<file path="src/rtl/dpf_pkg.sv">
package dpf_pkg;
  localparam int PH_W = 8;
  localparam int QTR  = 64;

  // First-octant angle in phase codes: round(atan(k/16)*128/pi), k = 0..16
  function automatic logic [5:0] oct_angle(input logic [4:0] k);
    logic [5:0] r;
    case (k)
      5'd0:  r = 6'd0;
      5'd1:  r = 6'd3;
      5'd2:  r = 6'd5;
      5'd3:  r = 6'd8;
      5'd4:  r = 6'd10;
      5'd5:  r = 6'd12;
      5'd6:  r = 6'd15;
      5'd7:  r = 6'd17;
      5'd8:  r = 6'd19;
      5'd9:  r = 6'd21;
      5'd10: r = 6'd23;
      5'd11: r = 6'd25;
      5'd12: r = 6'd26;
      5'd13: r = 6'd28;
      5'd14: r = 6'd29;
      5'd15: r = 6'd31;
      default: r = 6'd32;
    endcase
    return r;
  endfunction
endpackage

</file>
<file path="src/rtl/dpf_mix_fir.sv">
module dpf_mix_fir #(
  parameter int TAPS  = 8,
  parameter int SUM_W = $clog2(TAPS) + 2
) (
  input  logic                    clk,
  input  logic                    rst_n,
  input  logic                    in_valid,
  input  logic                    in_bit,
  input  logic                    in_gate,
  output logic                    out_valid,
  output logic                    out_gate,
  output logic signed [SUM_W-1:0] out_i,
  output logic signed [SUM_W-1:0] out_q
);
  localparam int HALF = TAPS / 2;

  logic [1:0]        rot;
  logic signed [1:0] mix_i, mix_q;
  logic signed [1:0] tap_i [TAPS];
  logic signed [1:0] tap_q [TAPS];

  // rotation 1, -j, -1, +j applied to +/-1
  always_comb begin
    mix_i = 2'sb00;
    mix_q = 2'sb00;
    unique case (rot)
      2'd0: mix_i = in_bit ? 2'sb01 : 2'sb11;
      2'd1: mix_q = in_bit ? 2'sb11 : 2'sb01;
      2'd2: mix_i = in_bit ? 2'sb11 : 2'sb01;
      2'd3: mix_q = in_bit ? 2'sb01 : 2'sb11;
    endcase
  end

  always_ff @(posedge clk) begin
    if (!rst_n) begin
      rot       <= 2'd0;
      out_valid <= 1'b0;
      out_gate  <= 1'b0;
    end else begin
      out_valid <= in_valid;
      if (in_valid) begin
        rot      <= rot + 2'd1;
        out_gate <= in_gate;
      end
    end
  end

  for (genvar t = 0; t < TAPS; t++) begin : g_tap
    always_ff @(posedge clk) begin
      if (!rst_n) begin
        tap_i[t] <= 2'sb00;
        tap_q[t] <= 2'sb00;
      end else if (in_valid) begin
        if (t == 0) begin
          tap_i[t] <= mix_i;
          tap_q[t] <= mix_q;
        end else begin
          tap_i[t] <= tap_i[t-1];
          tap_q[t] <= tap_q[t-1];
        end
      end
    end
  end

  always_comb begin
    out_i = '0;
    out_q = '0;
    for (int t = 0; t < TAPS; t++) begin
      out_i = out_i + {{(SUM_W-2){tap_i[t][1]}}, tap_i[t]};
      out_q = out_q + {{(SUM_W-2){tap_q[t][1]}}, tap_q[t]};
    end
  end

  // only every other tap can be nonzero in each rail
  assert_sum_range_R2: assert property (@(posedge clk) disable iff (!rst_n)
    (out_i <= SUM_W'(HALF)) && (out_i >= -SUM_W'(HALF)) &&
    (out_q <= SUM_W'(HALF)) && (out_q >= -SUM_W'(HALF)));
endmodule

</file>
<file path="src/rtl/dpf_atan.sv">
module dpf_atan #(
  parameter int SUM_W = 5
) (
  input  logic                      clk,
  input  logic                      rst_n,
  input  logic                      in_valid,
  input  logic                      in_gate,
  input  logic signed [SUM_W-1:0]   in_i,
  input  logic signed [SUM_W-1:0]   in_q,
  output logic                      out_valid,
  output logic                      out_gate,
  output logic [dpf_pkg::PH_W-1:0]  out_ph
);
  import dpf_pkg::*;

  logic [SUM_W-1:0]   ax, ay, num, den;
  logic [SUM_W+3:0]   scaled;
  logic [4:0]         k;
  logic               steep, zero;
  logic [5:0]         oct;
  logic [PH_W-1:0]    base, ph_next;

  always_comb begin
    ax     = in_i[SUM_W-1] ? SUM_W'(-in_i) : SUM_W'(in_i);
    ay     = in_q[SUM_W-1] ? SUM_W'(-in_q) : SUM_W'(in_q);
    steep  = ay > ax;
    num    = steep ? ax : ay;
    den    = steep ? ay : ax;
    zero   = (ax == '0) && (ay == '0);
    scaled = {num, 4'b0000};
    k      = (den == '0) ? 5'd0 : 5'(scaled / {4'b0000, den});
    oct    = oct_angle(k);
    base   = steep ? (PH_W'(QTR) - {2'b00, oct}) : {2'b00, oct};
    case ({in_i[SUM_W-1], in_q[SUM_W-1]})
      2'b00:   ph_next = base;
      2'b10:   ph_next = PH_W'(128) - base;
      2'b11:   ph_next = PH_W'(128) + base;
      default: ph_next = PH_W'(0) - base;
    endcase
  end

  always_ff @(posedge clk) begin
    if (!rst_n) begin
      out_valid <= 1'b0;
      out_gate  <= 1'b0;
      out_ph    <= '0;
    end else begin
      out_valid <= in_valid;
      if (in_valid) begin
        out_gate <= in_gate;
        if (!zero) out_ph <= ph_next;
      end
    end
  end

  assert_hold_R4: assert property (@(posedge clk) disable iff (!rst_n)
    (in_valid && in_i == '0 && in_q == '0) |=> $stable(out_ph));

  assert_axis_R3: assert property (@(posedge clk) disable iff (!rst_n)
    (in_valid && in_q == '0 && in_i > 0) |=> (out_ph == '0));
endmodule

</file>
<file path="src/rtl/dpf_accum.sv">
module dpf_accum #(
  parameter int ACC_W = 24,
  parameter int CNT_W = 16
) (
  input  logic                      clk,
  input  logic                      rst_n,
  input  logic                      in_valid,
  input  logic                      in_gate,
  input  logic [dpf_pkg::PH_W-1:0]  in_ph,
  output logic                      out_valid,
  output logic signed [ACC_W-1:0]   out_sum,
  output logic [CNT_W-1:0]          out_count
);
  import dpf_pkg::*;

  logic [PH_W-1:0]         last_ph;
  logic                    last_g;
  logic signed [PH_W-1:0]  step;
  logic signed [ACC_W-1:0] acc;
  logic [CNT_W-1:0]        cnt;

  assign step = in_ph - last_ph;

  always_ff @(posedge clk) begin
    if (!rst_n) begin
      last_ph   <= '0;
      last_g    <= 1'b0;
      acc       <= '0;
      cnt       <= '0;
      out_valid <= 1'b0;
      out_sum   <= '0;
      out_count <= '0;
    end else begin
      out_valid <= 1'b0;
      if (in_valid) begin
        last_ph <= in_ph;
        last_g  <= in_gate;
        if (in_gate) begin
          if (last_g) begin
            acc <= acc + {{(ACC_W-PH_W){step[PH_W-1]}}, step};
            cnt <= cnt + 1'b1;
          end
        end else if (last_g) begin
          out_valid <= 1'b1;
          out_sum   <= acc;
          out_count <= cnt;
          acc       <= '0;
          cnt       <= '0;
        end
      end
    end
  end

  assert_single_pulse_R7: assert property (@(posedge clk) disable iff (!rst_n)
    out_valid |=> !out_valid);

  assert_clear_after_done_R7: assert property (@(posedge clk) disable iff (!rst_n)
    out_valid |-> (acc == '0 && cnt == '0));

  assert_count_step_R6: assert property (@(posedge clk) disable iff (!rst_n)
    (cnt != $past(cnt)) |-> (cnt == $past(cnt) + 1'b1 || cnt == '0));
endmodule

</file>
<file path="src/rtl/dphase_freq_est.sv">
module dphase_freq_est #(
  parameter int TAPS  = 8,
  parameter int ACC_W = 24,
  parameter int CNT_W = 16
) (
  input  logic                    clk,
  input  logic                    rst_n,
  input  logic                    in_valid,
  output logic                    in_ready,
  input  logic                    in_bit,
  input  logic                    in_gate,
  output logic                    out_valid,
  output logic signed [ACC_W-1:0] out_sum,
  output logic [CNT_W-1:0]        out_count
);
  import dpf_pkg::*;

  localparam int SUM_W = $clog2(TAPS) + 2;

  logic                    v1, g1, v2, g2;
  logic signed [SUM_W-1:0] s_i, s_q;
  logic [PH_W-1:0]         ph;

  assign in_ready = 1'b1;

  dpf_mix_fir #(.TAPS(TAPS), .SUM_W(SUM_W)) u_mix (
    .clk(clk), .rst_n(rst_n), .in_valid(in_valid && in_ready),
    .in_bit(in_bit), .in_gate(in_gate),
    .out_valid(v1), .out_gate(g1), .out_i(s_i), .out_q(s_q));

  dpf_atan #(.SUM_W(SUM_W)) u_atan (
    .clk(clk), .rst_n(rst_n), .in_valid(v1), .in_gate(g1),
    .in_i(s_i), .in_q(s_q),
    .out_valid(v2), .out_gate(g2), .out_ph(ph));

  dpf_accum #(.ACC_W(ACC_W), .CNT_W(CNT_W)) u_acc (
    .clk(clk), .rst_n(rst_n), .in_valid(v2), .in_gate(g2), .in_ph(ph),
    .out_valid(out_valid), .out_sum(out_sum), .out_count(out_count));
endmodule

</file>
<file path="config.mk">
export PLATFORM = sky130hd
export DESIGN_NAME = dphase_freq_est
export DESIGN_NICKNAME = d
export VERILOG_FILES = /design/src/rtl/dpf_pkg.sv /design/src/rtl/dpf_mix_fir.sv /design/src/rtl/dpf_atan.sv /design/src/rtl/dpf_accum.sv /design/src/rtl/dphase_freq_est.sv
export SDC_FILE = /design/constraint.sdc
export NUM_CORES = 1
export LEC_CHECK = 0
export ABC_AREA = 1
export BUFFER_PORTS_ARGS = -buffer_cell sky130_fd_sc_hd__buf_4
export CAP_MARGIN = 20
export CELL_PAD_IN_SITES_DETAIL_PLACEMENT = 0
export CELL_PAD_IN_SITES_GLOBAL_PLACEMENT = 1
export CORE_MARGIN = 5
export CORE_UTILIZATION = 45
export CTS_CLUSTER_DIAMETER = 120
export CTS_CLUSTER_SIZE = 14
export DETAILED_ROUTE_END_ITERATION = 8
export GPL_ROUTABILITY_DRIVEN = 0
export HOLD_SLACK_MARGIN = 0.05
export PLACE_DENSITY = 0.84
export SKIP_CTS_REPAIR_TIMING = 1
export SLEW_MARGIN = 20
export SYNTH_ARGS = -nofsm -noshare
export SYNTH_HDL_FRONTEND = slang
export SYNTH_SLANG_ARGS = --single-unit
</file>
<file path="constraint.sdc">
create_clock -name clk -period 20.6 [get_ports clk]
set_input_delay 5.15 -clock clk [delete_from_list [all_inputs] [get_ports clk]]
set_output_delay 5.15 -clock clk [all_outputs]
set_load 0.01 [all_outputs]
</file>
# [Yosys cells after proc, flatten, opt, wreduce, memory -nomap -nowiden]
# Memories as Yosys holds them, arrays and structs flattened.
# Index checks and enable logic that the tools add are counted.
[classes] n_addsub=24 div_mod_pow=1 magnitude_cmp=1 eq_ne=5 n_mux=39 bitwise=20 reduce_logical=10
[op_table] cell="2-to-1 mux 24 bit" count=3
[op_table] cell="adder 5 bit" count=12
[op_table] cell="2-to-1 mux 16 bit" count=3
[op_table] cell="2-to-1 mux 2 bit" count=18
[op_table] cell="2-to-1 mux 5 bit" count=5
[op_table] cell="adder 24 bit" count=1
[op_table] cell="case mux 8 bit (3 select lines)" count=1
[op_table] cell="adder 16 x 1 -> 16 bit, second input constant" count=1
[op_table] cell="OR 1 bit" count=16
[op_table] cell="zero test 5 bit" count=3
[op_table] cell="negation 5 bit" count=2
[op_table] cell="divider 9 x 5 -> 9 bit" count=1
[op_table] cell="adder 8 bit, first input constant" count=1
[op_table] cell="equality test 2 bit, second input constant" count=4
[op_table] cell="2-to-1 mux 8 bit" count=1
[op_table] cell="case mux 2 bit (2 select lines)" count=2
[op_table] cell="subtractor 1 x 8 -> 8 bit, first input constant" count=1
[op_table] cell="subtractor 7 x 6 -> 8 bit, first input constant" count=1
[op_table] cell="subtractor 8 bit" count=1
[op_table] cell="subtractor 8 bit, first input constant" count=1
[op_table] cell="adder 2 x 2 -> 3 bit" count=2
[op_table] cell="2-to-1 mux 6 bit" count=1
[op_table] cell="greater-than comparator 5 bit" count=1
[op_table] cell="2-to-1 mux 1 bit" count=5
[op_table] cell="8 further kinds" count=13
[totals] ff_bits=104 mem_bits_rw=32 romBits=80 out_inout_bits=42 word_cells=116 n_memories=3
[mem_list] name="(no name shown)" depth=16 width=5 read_ports=1 rd_ports_with_merged_regs=0 write_ports=0 line_no="dpf_pkg.sv:8" rtl="case (k)"
[mem_list] name="u_mix.tap_i" depth=8 width=2 read_ports=8 rd_ports_with_merged_regs=0 write_ports=8 line_no="dpf_mix_fir.sv:19" rtl="logic signed [1:0] tap_i [TAPS];"
[mem_list] name="u_mix.tap_q" depth=8 width=2 read_ports=8 rd_ports_with_merged_regs=0 write_ports=8 line_no="dpf_mix_fir.sv:20" rtl="logic signed [1:0] tap_q [TAPS];"

# [Depth between registers and ports, before layout]
# Gate-level depths: netlist (run 1).
# An unclocked memory read counts as a cell.
[logic_depth] word_depth=20 ltp_mapped=121 ltp_nobuf=121

# [Hierarchy]
# A second synthesis (run 1) with hierarchy kept.
[hier_totals] cells_unflattened=1456 area_unflattened_um2=10517.6
[modules_own_cells] module="dpf_accum" instances=1 cells_per_inst=705 area_per_inst_um2=4923.5 seq_area_each_um2=1801.7
[modules_own_cells] module="dpf_atan" instances=1 cells_per_inst=522 area_per_inst_um2=3200.6 seq_area_each_um2=200.2
[modules_own_cells] module="dpf_mix_fir" instances=1 cells_per_inst=227 area_per_inst_um2=2382.3 seq_area_each_um2=1041.0
[modules_own_cells] module="dphase_freq_est" instances=1 cells_per_inst=2 area_per_inst_um2=11.3 seq_area_each_um2=0.0

# [Least setup slack after synthesis (run 1)]
# OpenSTA, ideal clock, no wires.
[synth_timing] kind="register to register" startpoint="memory u_mix.tap_q[0][0]" endpoint="register u_atan.out_ph[4] (netlist bit)" arrival_time_ps=16513 required_time_ps=20468 path_slack_ps=3955 stages_incl_launch_ff=117 path_buffers=0 period_less_slack_ps=16645 path_cell_list="edfxtp_1 ha_1 inv_1 fa_1 inv_1 fa_1 fa_1 fa_1 fa_1 inv_1 ha_1 a21oi_2 nand2_1 nand2_1 nand2_1 nand2_2 nand2_4 a31oi_1 [81 not listed] nand2_2 ha_1 nand2_1 o21ai_0 nor2_1 inv_1 ha_1 nand2_1 nand2_1 inv_1 ha_1 nand2_1 inv_1 nand3_1 nand2_1 xor2_1 nand2_1 a21oi_1"
[synth_rtl] element="start: declaration" line_no="dpf_mix_fir.sv:20"
[synth_rtl] element="end signal: assignment" line_no="dpf_atan.sv:51" rtl="if (!zero) out_ph <= ph_next;"
[synth_rtl] element="end: declaration" line_no="dpf_atan.sv:12" rtl="output logic [dpf_pkg::PH_W-1:0] out_ph"

==> impl_metrics.csv, run 1 <==
group,metric,value,unit
status,status,"completed",
route,dr.pass1.iters,5,
worst_setup_path,rrSetupSlack,2.23,ns
synth,syn-cell-area,10200,um^2
cts,clock_latency,0.42,ns
synth,syn_nets,1497,
synth,synth_compound_area_frac,0.137,
worst_setup_path,worstSetupEndpointType,"flip-flop",
route,drtAntennaViolNets,0,
synth,synth_warnings,0,
grt,antenna_found_initial,0,
worst_setup_path,crit_fanout,17,
route,via_count,8400,
worst_setup_path,r2r_start,"u_mix.tap_i[0][0]",
cells_and_area,regArea,3040,um^2
placement,dp.final_hpwl,15500,um
worst_setup_path,crit_end,"u_atan.out_ph[6]",
timing,fin_crit_sh,0.892,
timing,rsz0062_at_grt,"false",
worst_setup_path,crit_required,20.89,ns
floorplanning,die_area,25700,um^2
synth,synth-seq-cells,136,
cells_and_area,drive_above_1_share,0.109,
cts,clk_pin_slew,0.06,ns
timing,skew,0.0139,ns
cells_and_area,multi_input_area,6120,um^2
run,max-cap-violations,0,
floorplanning,die_x,160,um
floorplanning,io_pins,47,
grt,grt_util_all_layers,0.164,
timing,maxSlewHeadroom,0.376,
grt,grt_max_degree,51,
route,wl_per_cell,12.0,um
worst_setup_path,cp_num_buf_inv,21,
floorplanning,core,22400,um^2
floorplanning,fp-row-count,55,
cells_and_area,final.fill_count,2171,
worst_setup_path,cp_common_cell,"nand2_1",
route,wl_met3,457,um
cts,htreeDepth,4,
cts,cts_buffers,17,
timing,max_freq,0.0544,GHz
synth,synth_xor_area_frac,0.0336,
synth,synth_top_family_by_area,"simple AND/OR/NAND/NOR gates",
worst_setup_path,rr_worst_depth,117,
worst_hold_path,holdCritPathClass,"reg -> reg",
cells_and_area,syn2layout_area_growth,12.4,%
cts,cts-root-buf,"clkbuf_16",
cells_and_area,finalNetCount,1543,
route,vias_per_cell,4.91,
synth,synthArstFlopShare,0,
worst_setup_path,crit_arrival,18.66,ns
timing,fin_crit,18.37,ns
synth,ys_seq_area_frac,0.299,
synth,synth_cells,1366,
floorplanning,die_y,160,um
synth,ys_types,51,
placement,port_buffers,45,
timing,finalHoldViolations,0,
worst_setup_path,start_kind,"flip-flop",
synth,synth_edf_count,32,
cts,clock-sinks,136,
worst_setup_path,r2r-end,"u_atan.out_ph[6]",
route,routed_wl,20600,um
cells_and_area,mostFrequentLayoutCells,"nand2_1, inv_1, nor2_1",
grt,grt_pass1_vias,8005,
cts,ctsLongestPathBuffers,2,
synth,syn_avg_cell_area,7.44,um^2
timing,finalSetupViolations,0,
route,drt_iter0_drc,367,
cells_and_area,layout_commonest_cell,"nand2_1",
cells_and_area,n_antenna_cell,0,
worst_setup_path,path_class,"reg -> reg",
worst_hold_path,hp-start,"u_acc.last_ph[6]",
grt,grt_pass1_wl,36200,um
route,routed.top_layer,"met4",
worst_setup_path,path_depth,117,
worst_setup_path,slowest_delay,0.60,ns
worst_setup_path,path_delay_family,"adder cells",
route,wl_met2,9430,um
timing,tns,0,ns
route,met1_length,10500,um
timing,slew_violations,0,
cts,cts_tree,"done",
synth,synthMuxAreaShare,0.000985,
synth,synth_flop_cell,"dfxtp_1",
floorplanning,start_util,0.453,
worst_setup_path,cp_slowest_cell,"fa_1",
route,drc,0,
worst_setup_path,cp-startpoint,"u_mix.tap_i[0][0]",
grt,grt_overflow,0,
synth,synthAdderAreaFrac,0.179,
synth,yosys.area_share.simple,0.251,
timing,worst_slew_pin_slew,0.934,ns
[kinds of logic after synthesis]
| kind of cell | after synthesis |
|---|---|
| and+or+nand+nor | 559 |
| buffers and inverters | 265 |
| AOI/OAI and AO/OA | 239 |
| DFF | 136 |
| adders and majority gates | 126 |
| xor gates and xnor gates | 39 |
| other | 1 |
| muxes | 1 |
[Yosys cell counts, types with 2 or more instances]
library cell,count,share of area
nand2_1,280,0.10
inv_1,235,0.087
nor2_1,118,0.044
dfxtp_1,104,0.20
a21oi_1,97,0.048
ha_1,93,0.11
o21ai_0,81,0.040
nand3_1,70,0.034
fa_1,33,0.065
edfxtp_1,32,0.095
nand2_2,28,0.017
a22o_1,25,0.022
xor2_1,23,0.020
clkbuf_1,20,0.0074
xnor2_1,16,0.014
nor3_1,15,0.0074
nand2_4,8,0.0089
nand4_1,8,0.0049
or2_2,7,0.0043
nand3_4,5,0.0086
o21ai_1,5,0.0025
o21bai_1,5,0.0037
a211oi_1,4,0.0030
a21oi_2,4,0.0034
a31oi_1,4,0.0025
nand3_2,4,0.0039
clkinv_1,3,0.0011
inv_2,3,0.0011
nor2_2,3,0.0018
nor2_4,3,0.0033
nor4_1,3,0.0018
a21boi_0,2,0.0015
a21o_1,2,0.0015
and2_1,2,0.0012
buf_4,2,0.0015
nand3b_1,2,0.0015
o21a_1,2,0.0015
o31ai_1,2,0.0015
[sequential cells by signal (all words and copies together) (netlist names)]
signal,cells
u_acc.last_g,1
u_acc.out_count,16
u_mix.rot,2
u_acc.acc,24
u_acc.out_valid,1
u_mix.out_gate,1
u_acc.out_sum,24
u_acc.last_ph,8
u_atan.out_gate,1
u_acc.cnt,16
u_mix.tap_q,16
u_atan.out_ph,8
u_atan.out_valid,1
u_mix.tap_i,16
u_mix.out_valid,1
[tightest hold or removal path: stages, from the launching register on]
cell and delay, ns:
dfxtp_1 0.30, inv_1 0.06, a21oi_1 0.05
[layout make-up]
cell class	count	share of cell area
multi-input combinational	965	0.536
clock inverter	13	0.0135
timing repair buffer	50	0.0328
clock buffer	19	0.0406
tap	285	0.0312
inverter	242	0.0797
sequential	136	0.266
[metal layers]
metal  track usage  up-vias
met5             0        -
met4        0.0336        0
met3        0.0305        6
met2         0.271       69
met1         0.226     3824
li1              -     4501
[worst min path at each step]
stage                     slack [ns]                 end  cells past startpoint
after floorplan                 0.42     u_atan.out_gate                      2
after global placement          0.44     u_atan.out_gate                      2
after detailed placement        0.45  u_acc.out_count[7]                      2
after CTS                       0.46    u_acc.last_ph[6]                      2
after global routing            0.47  u_acc.out_count[3]                      2
final                           0.45    u_acc.last_ph[6]                      2
[stage by stage]
stage	std cells	hold WS [ns]	setup slack, ns	cell area, um^2	util
3_5_place_dp	1678	0.446	2.20	10800	0.482
6_report	1710	0.455	2.23	11400	0.509
3_3_place_gp	1678	0.438	2.63	10800	0.482
2_1_floorplan	1366	0.425	3.95	10200	-
4_1_cts	1710	0.458	2.17	11400	0.509
5_1_grt	1710	0.472	0.0669	11400	0.509
Power of run 1 is left out: the tool's default activity adds up to more than one toggle a clock period on the data nets, which glitch-free logic cannot reach.
==> run 2: changes to the inputs <==
--- a/config.mk
+++ b/config.mk
@@ -5,7 +5,6 @@
 export SDC_FILE = /design/constraint.sdc
 export NUM_CORES = 1
 export LEC_CHECK = 0
-export ABC_AREA = 1
 export BUFFER_PORTS_ARGS = -buffer_cell sky130_fd_sc_hd__buf_4
 export CAP_MARGIN = 20
 export CELL_PAD_IN_SITES_DETAIL_PLACEMENT = 0
@@ -17,7 +16,7 @@
 export DETAILED_ROUTE_END_ITERATION = 8
 export GPL_ROUTABILITY_DRIVEN = 0
 export HOLD_SLACK_MARGIN = 0.05
-export PLACE_DENSITY = 0.84
+export PLACE_DENSITY = 0.81
 export SKIP_CTS_REPAIR_TIMING = 1
 export SLEW_MARGIN = 20
 export SYNTH_ARGS = -nofsm -noshare
==> run 2 against run 1 <==
  * Sequential cell count unchanged
  * First-iteration DRC count up 48%
  * Routed wire length is 14% higher
  * Via count is 0.86% higher
  * Global-route usage increased by 1.1 points
  * Non-clock buffer count up 44
  * Final cell count decreased by 11%
  * Fmax is 6.6% lower
  * Core utilization rose by 2.8 points
  * Hold slack better by 0.021 ns
  * Sequential share of layout area fell by 1.6 points
==> impl_metrics.csv, run 2 <==
group,metric,value,unit
status,status,"completed",
worst_setup_path,path_class,"reg -> reg",
worst_setup_path,cp-startpoint,"u_mix.tap_i[0][2]",
worst_setup_path,rrSetupSlack,0.94,ns
cells_and_area,syn2layout_area_growth,17.6,%
cells_and_area,mostFrequentLayoutCells,"inv_1, dfxtp_1, buf_4",
timing,slew_violations,0,
synth,synth-seq-cells,136,
grt,grt_pass1_vias,7859,
worst_hold_path,holdCritPathClass,"reg -> reg",
synth,synthAdderAreaFrac,0.176,
floorplanning,die_x,162,um
floorplanning,die_y,162,um
floorplanning,start_util,0.457,
synth,synth_xor_area_frac,0.0611,
synth,synth_edf_count,32,
timing,finalHoldViolations,0,
worst_setup_path,slowest_delay,0.49,ns
worst_setup_path,worstSetupEndpointType,"flip-flop",
worst_hold_path,hp-start,"u_acc.out_count[15]",
timing,fin_crit_sh,0.954,
run,max-cap-violations,0,
synth,synth_warnings,0,
synth,synth_flop_cell,"dfxtp_1",
worst_setup_path,rr_worst_depth,96,
synth,yosys.area_share.simple,0.165,
synth,synth_most_common_cell,"inv_1",
cts,cts_buffers,17,
worst_setup_path,path_depth,96,
cells_and_area,layout_commonest_cell,"inv_1",
cells_and_area,n_antenna_cell,0,
synth,synth.largest_area_cell,"dfxtp_1",
worst_setup_path,start_kind,"flip-flop",
floorplanning,core,22600,um^2
synth,synthTopCellsByCount,"inv_1, dfxtp_1, ha_1, nor2_1, nand2_1",
route,drt_iter0_drc,542,
worst_setup_path,path_delay_family,"compound AO/OA/AOI/OAI gates",
route,routed_wl,23500,um
synth,synth_compound_area_frac,0.209,
route,vias_per_cell,5.57,
cts,clk_pin_slew,0.06,ns
worst_hold_path,holdPathEnd,"u_acc.out_count[15]",
cells_and_area,final.fill_count,2039,
synth,synthMuxAreaShare,0.0391,
synth,syn_avg_cell_area,9.00,um^2
floorplanning,fp-row-count,55,
worst_setup_path,cp_slowest_cell,"fa_1",
timing,fin_crit,19.66,ns
timing,finalSetupViolations,0,
synth,synth_top_family_by_area,"compound AO/OA/AOI/OAI gates",
synth,synth_cells,1149,
grt,antenna_found_initial,0,
worst_setup_path,crit_required,20.91,ns
timing,max_freq,0.0509,GHz
timing,skew,0.0103,ns
cts,cts-root-buf,"clkbuf_16",
synth,ys_seq_area_frac,0.294,
cts,clock_latency,0.42,ns
timing,worst_slew_pin_slew,0.773,ns
cells_and_area,finalNetCount,1353,
synth,synth.area.top_cells,"dfxtp_1, ha_1, edfxtp_1",
cts,cts_tree,"done",
cells_and_area,largest_registers,"u_acc.acc: 24 flops, u_acc.out_sum: 24 flops",
floorplanning,die_area,26100,um^2
grt,grt_max_degree,68,
route,drtAntennaViolNets,0,
timing,maxSlewHeadroom,0.482,
worst_setup_path,r2r-end,"u_atan.out_ph[7]",
cts,clock-sinks,136,
timing,whs,0.476,ns
cts,ctsLongestPathBuffers,2,
placement,port_buffers,45,
cts,htreeDepth,4,
synth,ys_types,85,
route,drc,0,
worst_hold_path,min_path_cells,1,
synth,synthArstFlopShare,0,
worst_setup_path,r2r_start,"u_mix.tap_i[0][2]",
route,via_count,8472,
worst_setup_path,crit_arrival,19.96,ns
worst_setup_path,cp_num_buf_inv,10,
grt,grt_pass1_wl,38600,um
synth,yosysTopAreaCellShare,0.201,
worst_setup_path,crit_fanout,7,
route,wl_per_cell,15.4,um
grt,grt_util_all_layers,0.175,
placement,dp.final_hpwl,17000,um
grt,grt_overflow,0,
route,dr.pass1.iters,5,
cells_and_area,drive_above_1_share,0.167,
floorplanning,io_pins,47,
synth,syn_nets,1280,
synth,syn-cell-area,10300,um^2
-- run 2: changes by cell type after synthesis, moves of 27 or more --
cell | before | now
a21oi_1 | 97 | 52
inv_1 | 235 | 110
nand2_1 | 280 | 77
nand2_2 | 28 | 0
nand3_1 | 70 | 27
nor2_1 | 118 | 78
nor2b_1 | 0 | 33
o21ai_0 | 81 | 54
-- run 2: final cells by class --
type,count,area (um^2),area share
clock buffer,20,458,0.0376
multi-input combinational,863,7040,0.579
inverter,110,413,0.0339
sequential,136,3040,0.250
timing repair buffer,94,709,0.0583
clock inverter,12,141,0.0116
tap,285,357,0.0293
-- run 2: per-stage QoR --
| stage | util | instances | instance area (um^2) | setup TNS (ns) | setup slack [ns] |
|---|---|---|---|---|---|
| after floorplan | - | 1149 | 10300 | 0 | 0.366 |
| after global placement | 0.491 | 1470 | 11100 | 0 | 0.107 |
| after detailed placement | 0.491 | 1470 | 11100 | -0.742 | -0.275 |
| after CTS | 0.517 | 1502 | 11700 | -0.868 | -0.304 |
| after global routing | 0.537 | 1520 | 12200 | -0.434 | -0.157 |
| final | 0.537 | 1520 | 12200 | 0 | 0.943 |
-- run 2: worst max path at each step --
stage / to / slack, ns
detailed placement: u_atan.out_ph[7] / -0.27
CTS: u_atan.out_ph[7] / -0.30
global placement: u_atan.out_ph[7] / 0.11
global route: u_atan.out_ph[7] / -0.16
floorplan: u_atan.out_ph[7] / 0.37
finish: u_atan.out_ph[7] / 0.94
-- run 2: worst reg2reg max path, delay by kind of cell (launching register included) --
family | cells | cell delay (ns)
flip-flops | 1 | 0.35
adder cells (fa/ha/maj) | 18 | 5.67
AND/OR/NAND/NOR | 20 | 3.38
XOR/XNOR | 2 | 0.38
multiplexers | 5 | 1.52
AO/OA/AOI/OAI | 41 | 7.32
buffers and inverters | 10 | 0.89
-- run 2: kinds of logic (layout without fill, tap and decap cells) --
family,after synthesis,count (layout)
AO/OA/AOI/OAI,300,300
multiplexers,37,37
other,1,1
adder cells (fa/ha/maj),126,126
buffers and inverters,150,236
AND/OR/NAND/NOR,334,334
XOR/XNOR,65,65
flip-flops,136,136
-- run 2: routing by layer --
| metal | global-route usage | share of wire | wire length, um | up-vias |
|---|---|---|---|---|
| li1 | - | - | - | 4261 |
| met1 | 0.238 | 0.47 | 11100 | 4005 |
| met2 | 0.292 | 0.47 | 11100 | 170 |
| met3 | 0.0314 | 0.035 | 816 | 36 |
| met4 | 0.0434 | 0.016 | 385 | 0 |
| met5 | 0 | 0 | 0 | - |
Power of run 2 is left out for the same reason.
